===== src/rtl/regwin_pkg.sv =====
package regwin_pkg;

  typedef enum logic [2:0] {
    OP_SAVE    = 3'd0,
    OP_RESTORE = 3'd1,
    OP_RETURN  = 3'd2,
    OP_FLUSH   = 3'd3,
    OP_LOAD    = 3'd4
  } win_op_e;

  typedef enum logic [2:0] {
    TK_NONE    = 3'd0,
    TK_SPILL_N = 3'd1,
    TK_SPILL_O = 3'd2,
    TK_FILL_N  = 3'd3,
    TK_FILL_O  = 3'd4,
    TK_CLEAN   = 3'd5,
    TK_ALIGN   = 3'd6
  } trap_kind_e;

  typedef enum logic [1:0] {
    CM_HOLD = 2'd0,
    CM_INC1 = 2'd1,
    CM_INC2 = 2'd2,
    CM_DEC1 = 2'd3
  } cwp_mv_e;

  typedef enum logic [1:0] {
    KM_HOLD    = 2'd0,
    KM_SAVE    = 2'd1,
    KM_RESTORE = 2'd2
  } ctr_mv_e;

  typedef enum logic [1:0] {
    VS_NONE   = 2'd0,
    VS_NORMAL = 2'd1,
    VS_OTHER  = 2'd2
  } vec_sel_e;

  typedef struct packed {
    logic       rsp;
    logic       load;
    logic       rdWr;
    cwp_mv_e    cwpMv;
    ctr_mv_e    ctrMv;
    trap_kind_e kind;
    vec_sel_e   vecSel;
  } win_strobe_t;

endpackage


===== src/rtl/regwin_decide.sv =====
module regwin_decide
  import regwin_pkg::*;
(
  input  logic        reqValid,
  input  logic [2:0]  reqOp,
  input  logic [1:0]  tgtLow,
  input  logic        saveZero,
  input  logic        restoreZero,
  input  logic        cleanEqRestore,
  input  logic        otherNz,
  input  logic        flushClear,
  output win_strobe_t strobe
);

  win_strobe_t restoreStrobe;

  always_comb begin
    restoreStrobe        = '0;
    restoreStrobe.rsp    = 1'b1;
    restoreStrobe.cwpMv  = CM_DEC1;
    if (restoreZero) begin
      restoreStrobe.kind   = otherNz ? TK_FILL_O : TK_FILL_N;
      restoreStrobe.vecSel = otherNz ? VS_OTHER : VS_NORMAL;
    end else begin
      restoreStrobe.ctrMv = KM_RESTORE;
      restoreStrobe.rdWr  = 1'b1;
    end
  end

  always_comb begin
    strobe = '0;
    if (reqValid) begin
      case (reqOp)
        OP_SAVE: begin
          strobe.rsp = 1'b1;
          if (saveZero) begin
            strobe.cwpMv  = CM_INC2;
            strobe.kind   = otherNz ? TK_SPILL_O : TK_SPILL_N;
            strobe.vecSel = otherNz ? VS_OTHER : VS_NORMAL;
          end else if (cleanEqRestore) begin
            strobe.cwpMv = CM_INC1;
            strobe.kind  = TK_CLEAN;
          end else begin
            strobe.cwpMv = CM_INC1;
            strobe.ctrMv = KM_SAVE;
            strobe.rdWr  = 1'b1;
          end
        end
        OP_RESTORE: strobe = restoreStrobe;
        OP_RETURN: begin
          if (tgtLow != 2'b00) begin
            strobe.rsp  = 1'b1;
            strobe.kind = TK_ALIGN;
          end else begin
            strobe = restoreStrobe;
          end
        end
        OP_FLUSH: begin
          strobe.rsp = 1'b1;
          if (!flushClear) begin
            strobe.kind   = otherNz ? TK_SPILL_O : TK_SPILL_N;
            strobe.vecSel = otherNz ? VS_OTHER : VS_NORMAL;
          end
        end
        OP_LOAD: begin
          strobe.rsp  = 1'b1;
          strobe.load = 1'b1;
        end
        default: strobe = '0;
      endcase
    end
  end

endmodule


===== src/rtl/regwin_state.sv =====
module regwin_state
  import regwin_pkg::*;
#(
  parameter int NWIN = 8,
  localparam int CW = $clog2(NWIN)
) (
  input  logic          clk,
  input  logic          rstN,
  input  win_strobe_t   strobe,
  input  logic [CW-1:0] ldCwp,
  input  logic [CW-1:0] ldCanSave,
  input  logic [CW-1:0] ldCanRestore,
  input  logic [CW-1:0] ldCleanWin,
  input  logic [CW-1:0] ldOtherWin,
  input  logic [5:0]    ldWstate,
  output logic [CW-1:0] cwp,
  output logic [CW-1:0] canSave,
  output logic [CW-1:0] canRestore,
  output logic [CW-1:0] cleanWin,
  output logic [CW-1:0] otherWin,
  output logic [5:0]    wstate,
  output logic          saveZero,
  output logic          restoreZero,
  output logic          cleanEqRestore,
  output logic          otherNz,
  output logic          flushClear,
  output logic          rspValid,
  output logic          rdWrite,
  output logic [2:0]    trapKind,
  output logic [2:0]    trapVec
);

  localparam logic [CW-1:0] LAST     = CW'(NWIN - 1);
  localparam logic [CW-1:0] SAVE_TOP = CW'(NWIN - 2);
  localparam logic [CW:0]   WRAP     = (CW + 1)'(NWIN);

  logic [CW-1:0] cwpNext;
  logic [CW:0]   cwpPlus2;
  logic [2:0]    vecNext;

  always_comb begin
    cwpPlus2 = {1'b0, cwp} + (CW + 1)'(2);
    if (cwpPlus2 >= WRAP) cwpPlus2 = cwpPlus2 - WRAP;
    case (strobe.cwpMv)
      CM_INC1: cwpNext = (cwp == LAST) ? '0 : cwp + 1'b1;
      CM_INC2: cwpNext = cwpPlus2[CW-1:0];
      CM_DEC1: cwpNext = (cwp == '0) ? LAST : cwp - 1'b1;
      default: cwpNext = cwp;
    endcase
  end

  always_comb begin
    case (strobe.vecSel)
      VS_NORMAL: vecNext = wstate[2:0];
      VS_OTHER:  vecNext = wstate[5:3];
      default:   vecNext = 3'd0;
    endcase
  end

  assign saveZero       = (canSave == '0);
  assign restoreZero    = (canRestore == '0);
  assign cleanEqRestore = (cleanWin == canRestore);
  assign otherNz        = (otherWin != '0);
  assign flushClear     = (canSave == SAVE_TOP);

  always_ff @(posedge clk) begin
    if (!rstN) begin
      cwp        <= '0;
      canSave    <= SAVE_TOP;
      canRestore <= '0;
      cleanWin   <= SAVE_TOP;
      otherWin   <= '0;
      wstate     <= '0;
    end else if (strobe.load) begin
      cwp        <= ldCwp;
      canSave    <= ldCanSave;
      canRestore <= ldCanRestore;
      cleanWin   <= ldCleanWin;
      otherWin   <= ldOtherWin;
      wstate     <= ldWstate;
    end else begin
      cwp <= cwpNext;
      case (strobe.ctrMv)
        KM_SAVE: begin
          canSave    <= canSave - 1'b1;
          canRestore <= canRestore + 1'b1;
        end
        KM_RESTORE: begin
          canSave    <= canSave + 1'b1;
          canRestore <= canRestore - 1'b1;
        end
        default: ;
      endcase
    end
  end

  always_ff @(posedge clk) begin
    if (!rstN) begin
      rspValid <= 1'b0;
      rdWrite  <= 1'b0;
      trapKind <= 3'd0;
      trapVec  <= 3'd0;
    end else begin
      rspValid <= strobe.rsp;
      rdWrite  <= strobe.rdWr;
      trapKind <= strobe.kind;
      trapVec  <= (strobe.load) ? 3'd0 : vecNext;
    end
  end


  rdwr_no_trap_chk: assert property (@(posedge clk) disable iff (!rstN)
    rdWrite |-> (trapKind == 3'd0) && rspValid);


  quiet_no_rsp_chk: assert property (@(posedge clk) disable iff (!rstN)
    !rspValid |-> !rdWrite && (trapKind == 3'd0));


  vec_only_window_chk: assert property (@(posedge clk) disable iff (!rstN)
    (trapKind == 3'd0 || trapKind == 3'd5 || trapKind == 3'd6) |-> (trapVec == 3'd0));

endmodule


===== src/rtl/regwin_ctl.sv =====
module regwin_ctl
  import regwin_pkg::*;
#(
  parameter int NWIN = 8,
  localparam int CW = $clog2(NWIN)
) (
  input  logic          clk,
  input  logic          rstN,
  input  logic          reqValid,
  input  logic [2:0]    reqOp,
  input  logic [1:0]    tgtLow,
  input  logic [CW-1:0] ldCwp,
  input  logic [CW-1:0] ldCanSave,
  input  logic [CW-1:0] ldCanRestore,
  input  logic [CW-1:0] ldCleanWin,
  input  logic [CW-1:0] ldOtherWin,
  input  logic [5:0]    ldWstate,
  output logic [CW-1:0] cwp,
  output logic [CW-1:0] canSave,
  output logic [CW-1:0] canRestore,
  output logic [CW-1:0] cleanWin,
  output logic [CW-1:0] otherWin,
  output logic [5:0]    wstate,
  output logic          rspValid,
  output logic          rdWrite,
  output logic [2:0]    trapKind,
  output logic [2:0]    trapVec
);

  localparam logic [CW-1:0] LAST = CW'(NWIN - 1);

  win_strobe_t strobe;
  logic saveZero, restoreZero, cleanEqRestore, otherNz, flushClear;

  regwin_decide u_decide (
    .reqValid       (reqValid),
    .reqOp          (reqOp),
    .tgtLow         (tgtLow),
    .saveZero       (saveZero),
    .restoreZero    (restoreZero),
    .cleanEqRestore (cleanEqRestore),
    .otherNz        (otherNz),
    .flushClear     (flushClear),
    .strobe         (strobe)
  );

  regwin_state #(.NWIN(NWIN)) u_state (
    .clk            (clk),
    .rstN           (rstN),
    .strobe         (strobe),
    .ldCwp          (ldCwp),
    .ldCanSave      (ldCanSave),
    .ldCanRestore   (ldCanRestore),
    .ldCleanWin     (ldCleanWin),
    .ldOtherWin     (ldOtherWin),
    .ldWstate       (ldWstate),
    .cwp            (cwp),
    .canSave        (canSave),
    .canRestore     (canRestore),
    .cleanWin       (cleanWin),
    .otherWin       (otherWin),
    .wstate         (wstate),
    .saveZero       (saveZero),
    .restoreZero    (restoreZero),
    .cleanEqRestore (cleanEqRestore),
    .otherNz        (otherNz),
    .flushClear     (flushClear),
    .rspValid       (rspValid),
    .rdWrite        (rdWrite),
    .trapKind       (trapKind),
    .trapVec        (trapVec)
  );


  align_hold_chk: assert property (@(posedge clk) disable iff (!rstN)
    reqValid && reqOp == 3'd2 && tgtLow != 2'b00
    |=> (trapKind == 3'd6) && (cwp == $past(cwp)) && (canRestore == $past(canRestore)));


  spill_save_chk: assert property (@(posedge clk) disable iff (!rstN)
    reqValid && reqOp == 3'd0 && canSave == '0
    |=> (trapKind == 3'd1 || trapKind == 3'd2) && !rdWrite && $stable(canSave));


  restore_step_chk: assert property (@(posedge clk) disable iff (!rstN)
    reqValid && reqOp == 3'd1
    |=> cwp == (($past(cwp) == '0) ? LAST : $past(cwp) - 1'b1));


  flush_stable_chk: assert property (@(posedge clk) disable iff (!rstN)
    reqValid && reqOp == 3'd3
    |=> $stable(cwp) && $stable(canSave) && $stable(canRestore) && !rdWrite);


  idle_hold_chk: assert property (@(posedge clk) disable iff (!rstN)
    !reqValid |=> !rspValid && $stable(cwp) && $stable(canSave) && $stable(canRestore));


  cwp_range_chk: assert property (@(posedge clk) disable iff (!rstN)
    $past(rstN) == 1'b0 |-> (cwp == '0) && !rspValid);

endmodule


===== config.mk =====
export PLATFORM = sky130hd
export DESIGN_NAME = regwin_ctl
export DESIGN_NICKNAME = d
export VERILOG_FILES = /design/src/rtl/regwin_pkg.sv /design/src/rtl/regwin_decide.sv /design/src/rtl/regwin_state.sv /design/src/rtl/regwin_ctl.sv
export SDC_FILE = /design/constraint.sdc
export NUM_CORES = 1
export LEC_CHECK = 0
export BUFFER_PORTS_ARGS = -buffer_cell sky130_fd_sc_hd__buf_2
export CORE_MARGIN = 4
export CORE_UTILIZATION = 43
export DETAILED_ROUTE_END_ITERATION = 8
export PLACE_DENSITY_LB_ADDON = 0.12
export SLEW_MARGIN = 5
export SYNTH_ARGS = -nofsm -noshare
export SYNTH_HDL_FRONTEND = slang
export SYNTH_SLANG_ARGS = --single-unit

===== constraint.sdc =====
create_clock -name clk -period 1.95 [get_ports clk]
set_input_delay 0.2925 -clock clk [delete_from_list [all_inputs] [get_ports clk]]
set_output_delay 0.2925 -clock clk [all_outputs]
set_load 0.01 [all_outputs]

==> results.sh <==
export IMPL_area_delta_synth_final_pct=44.0
export IMPL_grt_usage_pct=18.7
export IMPL_power_density_nw_per_um2=595
export IMPL_post_route_period_util_pct=99.2
export IMPL_place_area_um2=2250
export IMPL_drv_cap=0
export IMPL_yosysWarnings=0
export IMPL_hold_path_depth=3
export IMPL_cts_num_sinks=29
export IMPL_gp_congestion=0.824
export IMPL_via_count=1766
export IMPL_cts_tree="built"
export IMPL_synth_edf_count=0
export IMPL_layout_drive_gt1_share_pct=42.3
export IMPL_dr_wl_met2_um=1980
export IMPL_die_area_um2=5010
export IMPL_dp_slack_ps=-262
export IMPL_reg2reg_depth=9
export IMPL_finalPower_mw=1.45
export IMPL_worstPathRequired_ps=2120
export IMPL_finish_utilization_pct=65.2
export IMPL_holdWs_ps=219
export IMPL_grt_max_degree=27
export IMPL_num_antenna_cells=0
export IMPL_portBuffers=57
export IMPL_p_leak_nw=1.09
export IMPL_critPathKind="reg -> reg"
export IMPL_grt_pass1_wl_um=7620
export IMPL_wirelength_um=4480
export IMPL_path_max_fanout=4
export IMPL_n_fill_cell=349
export IMPL_overflow=0
export IMPL_syn_nets=247
export IMPL_cts_made_buffers=5
export IMPL_hpwl_um=3400
export IMPL_layout_commonest_cell="buf_2"
export IMPL_hold_viol_final=0
export IMPL_ant_nets=0
export IMPL_first_iter_violations=99
export IMPL_topRoutingLayerUsed="met4"
export IMPL_grt_pass1_vias=1684
export IMPL_yosysSeqAreaShare_pct=34.2
export IMPL_netlist_area_um2=1700
export IMPL_setup_ws_ps=15.3
export IMPL_layout_common_cells="buf_2, nand2_1, buf_4, dfxtp_1, o21ai_0"
export IMPL_cts_root_buf="clkbuf_8"
export IMPL_ys_flop_type="dfxtp_1"
export IMPL_ir_worst_vdd_mv=0.542
export IMPL_synth_seq_cells=29
export IMPL_slew_viol_final=0
export IMPL_outcome="completed"
export IMPL_firstDrtPassIters=4
export IMPL_relSlewSlack_pct=66.2
export IMPL_num_rows=22
export IMPL_worstPathArrival_ps=2110
export IMPL_wl_met1_um=2130
export IMPL_synth_distinct_cells=48
export IMPL_startpoint_type="flip-flop"
export IMPL_cts_hold_buf=0
export IMPL_skew_ps=4.87
export IMPL_worst_pin_slew_ps=503
export IMPL_cts_htree_levels=2
export IMPL_hold_class="in -> reg"
export IMPL_clkTransAtPathRegs_ps=60
export IMPL_nets=336
export IMPL_setup_viol=0
export IMPL_viasPerCell=5.10
export IMPL_drc=0
export IMPL_antenna_found_initial=0
export IMPL_num_io_pins=58
export IMPL_synthCells=208
export IMPL_dieWidth_um=70.8
export IMPL_start_util_pct=45.3
export IMPL_clk_latency_ps=280
export IMPL_reg2reg_setup_slack_ps=20
export IMPL_wl_met3_um=325
export IMPL_design_area_um2=2440
export IMPL_async_flop_share_pct=0
export IMPL_wl_per_cell_um=13.0
export IMPL_coreArea_um2=3740
export IMPL_clk_path_buf_depth=2
export IMPL_die_y_um=70.8
export IMPL_rsz0062_at_grt="true"
export IMPL_finalCriticalPeriod_ps=1930
export IMPL_syn_area_per_cell_um2=8.15
export IMPL_fmax_mhz=517
export IMPL_end_kind="flip-flop"
worst paths after layout:
path                      startpoint                   to
hold / removal         ldCleanWin[2]  u_state.cleanWin[2]
setup / recovery  u_state.canSave[1]       u_state.cwp[1]
setup reg to reg  u_state.canSave[1]       u_state.cwp[1]
hold reg to reg    u_state.wstate[2]    u_state.wstate[2]
sequential cells by signal (all words and copies together) (netlist names):
| name | count |
|---|---|
| u_state.canRestore | 3 |
| u_state.canSave | 3 |
| u_state.cleanWin | 3 |
| u_state.cwp | 3 |
| u_state.otherWin | 3 |
| u_state.rdWrite | 1 |
| u_state.rspValid | 1 |
| u_state.trapKind | 3 |
| u_state.trapVec | 3 |
| u_state.wstate | 6 |
kinds of logic after synthesis:
kind of cell | Yosys count | synth area share [%]
flops | 29 | 34.2
mux | 1 | 0.590
xor+xnor | 7 | 3.62
fa+ha+maj | 10 | 8.27
buf+inv | 19 | 5.68
simple gates | 84 | 24.9
compound gates | 58 | 22.7
layout make-up:
class                           count  area [um2]  area share, %
Sequential cell                    29         593           24.3
Timing Repair Buffer               91         553           22.7
Clock inverter                      1        5.00          0.205
Clock buffer                        7        96.3           3.95
Inverter                           10        37.5           1.54
Tap cell                           48        60.1           2.46
Multi-Input combinational cell    160        1100           44.9
critical path, stage by stage (launching register included):
cell and delay (ps):
dfxtp_4 380, nor3_4 50, nand2b_4 130, a211o_1 350, ha_4 310, mux2i_1 180
a31oi_1 50, o21ai_1 140, nand3_1 90, o211a_1 140
per-stage QoR:
| stage | cells | setup TNS, ps |
|---|---|---|
| global route | 346 | -217 |
| CTS | 343 | -5.50 |
| global placement | 335 | -1120 |
| floorplan | 208 | -12.6 |
| detailed placement | 335 | -1220 |
| finish | 346 | 0 |
timing repair:
action / in CTS / in global routing
setup endpoints to repair: 2 / 8
buffers inserted: 0 / 3
gates resized for setup: 1 / 14
pin swaps: 2 / 9
cell usage after synthesis, types with 2 or more instances:
master / number / share of area, %
a211oi_1: 3 / 1.3
clkbuf_1: 6 / 1.3
nor3_1: 7 / 2.1
nor4_1: 3 / 1.1
fa_1: 2 / 2.4
nand2_1: 34 / 7.5
inv_1: 9 / 2.0
a21oi_1: 9 / 2.7
a31oi_1: 3 / 1.1
a22oi_1: 5 / 2.2
buf_6: 2 / 1.3
ha_1: 8 / 5.9
xnor2_1: 6 / 3.1
nor2_1: 11 / 2.4
dfxtp_1: 29 / 34
nand3_1: 10 / 3.0
nand2b_1: 3 / 1.1
o21ai_0: 16 / 4.7
or3_1: 4 / 1.5
a21boi_0: 10 / 4.4
routing by layer:
| metal | track usage (%) | vias up |
|---|---|---|
| met5 | 0 | - |
| met2 | 27.6 | 57 |
| met1 | 26.6 | 789 |
| met4 | 6.68 | 0 |
| met3 | 4.55 | 5 |
| li1 | - | 915 |
where the power goes:
part,switching (mW),internal [mW]
clock,0.229,0.318
sequential,0.0185,0.612
combinational,0.138,0.136
Note: power is estimated with default switching activity, not from simulation.
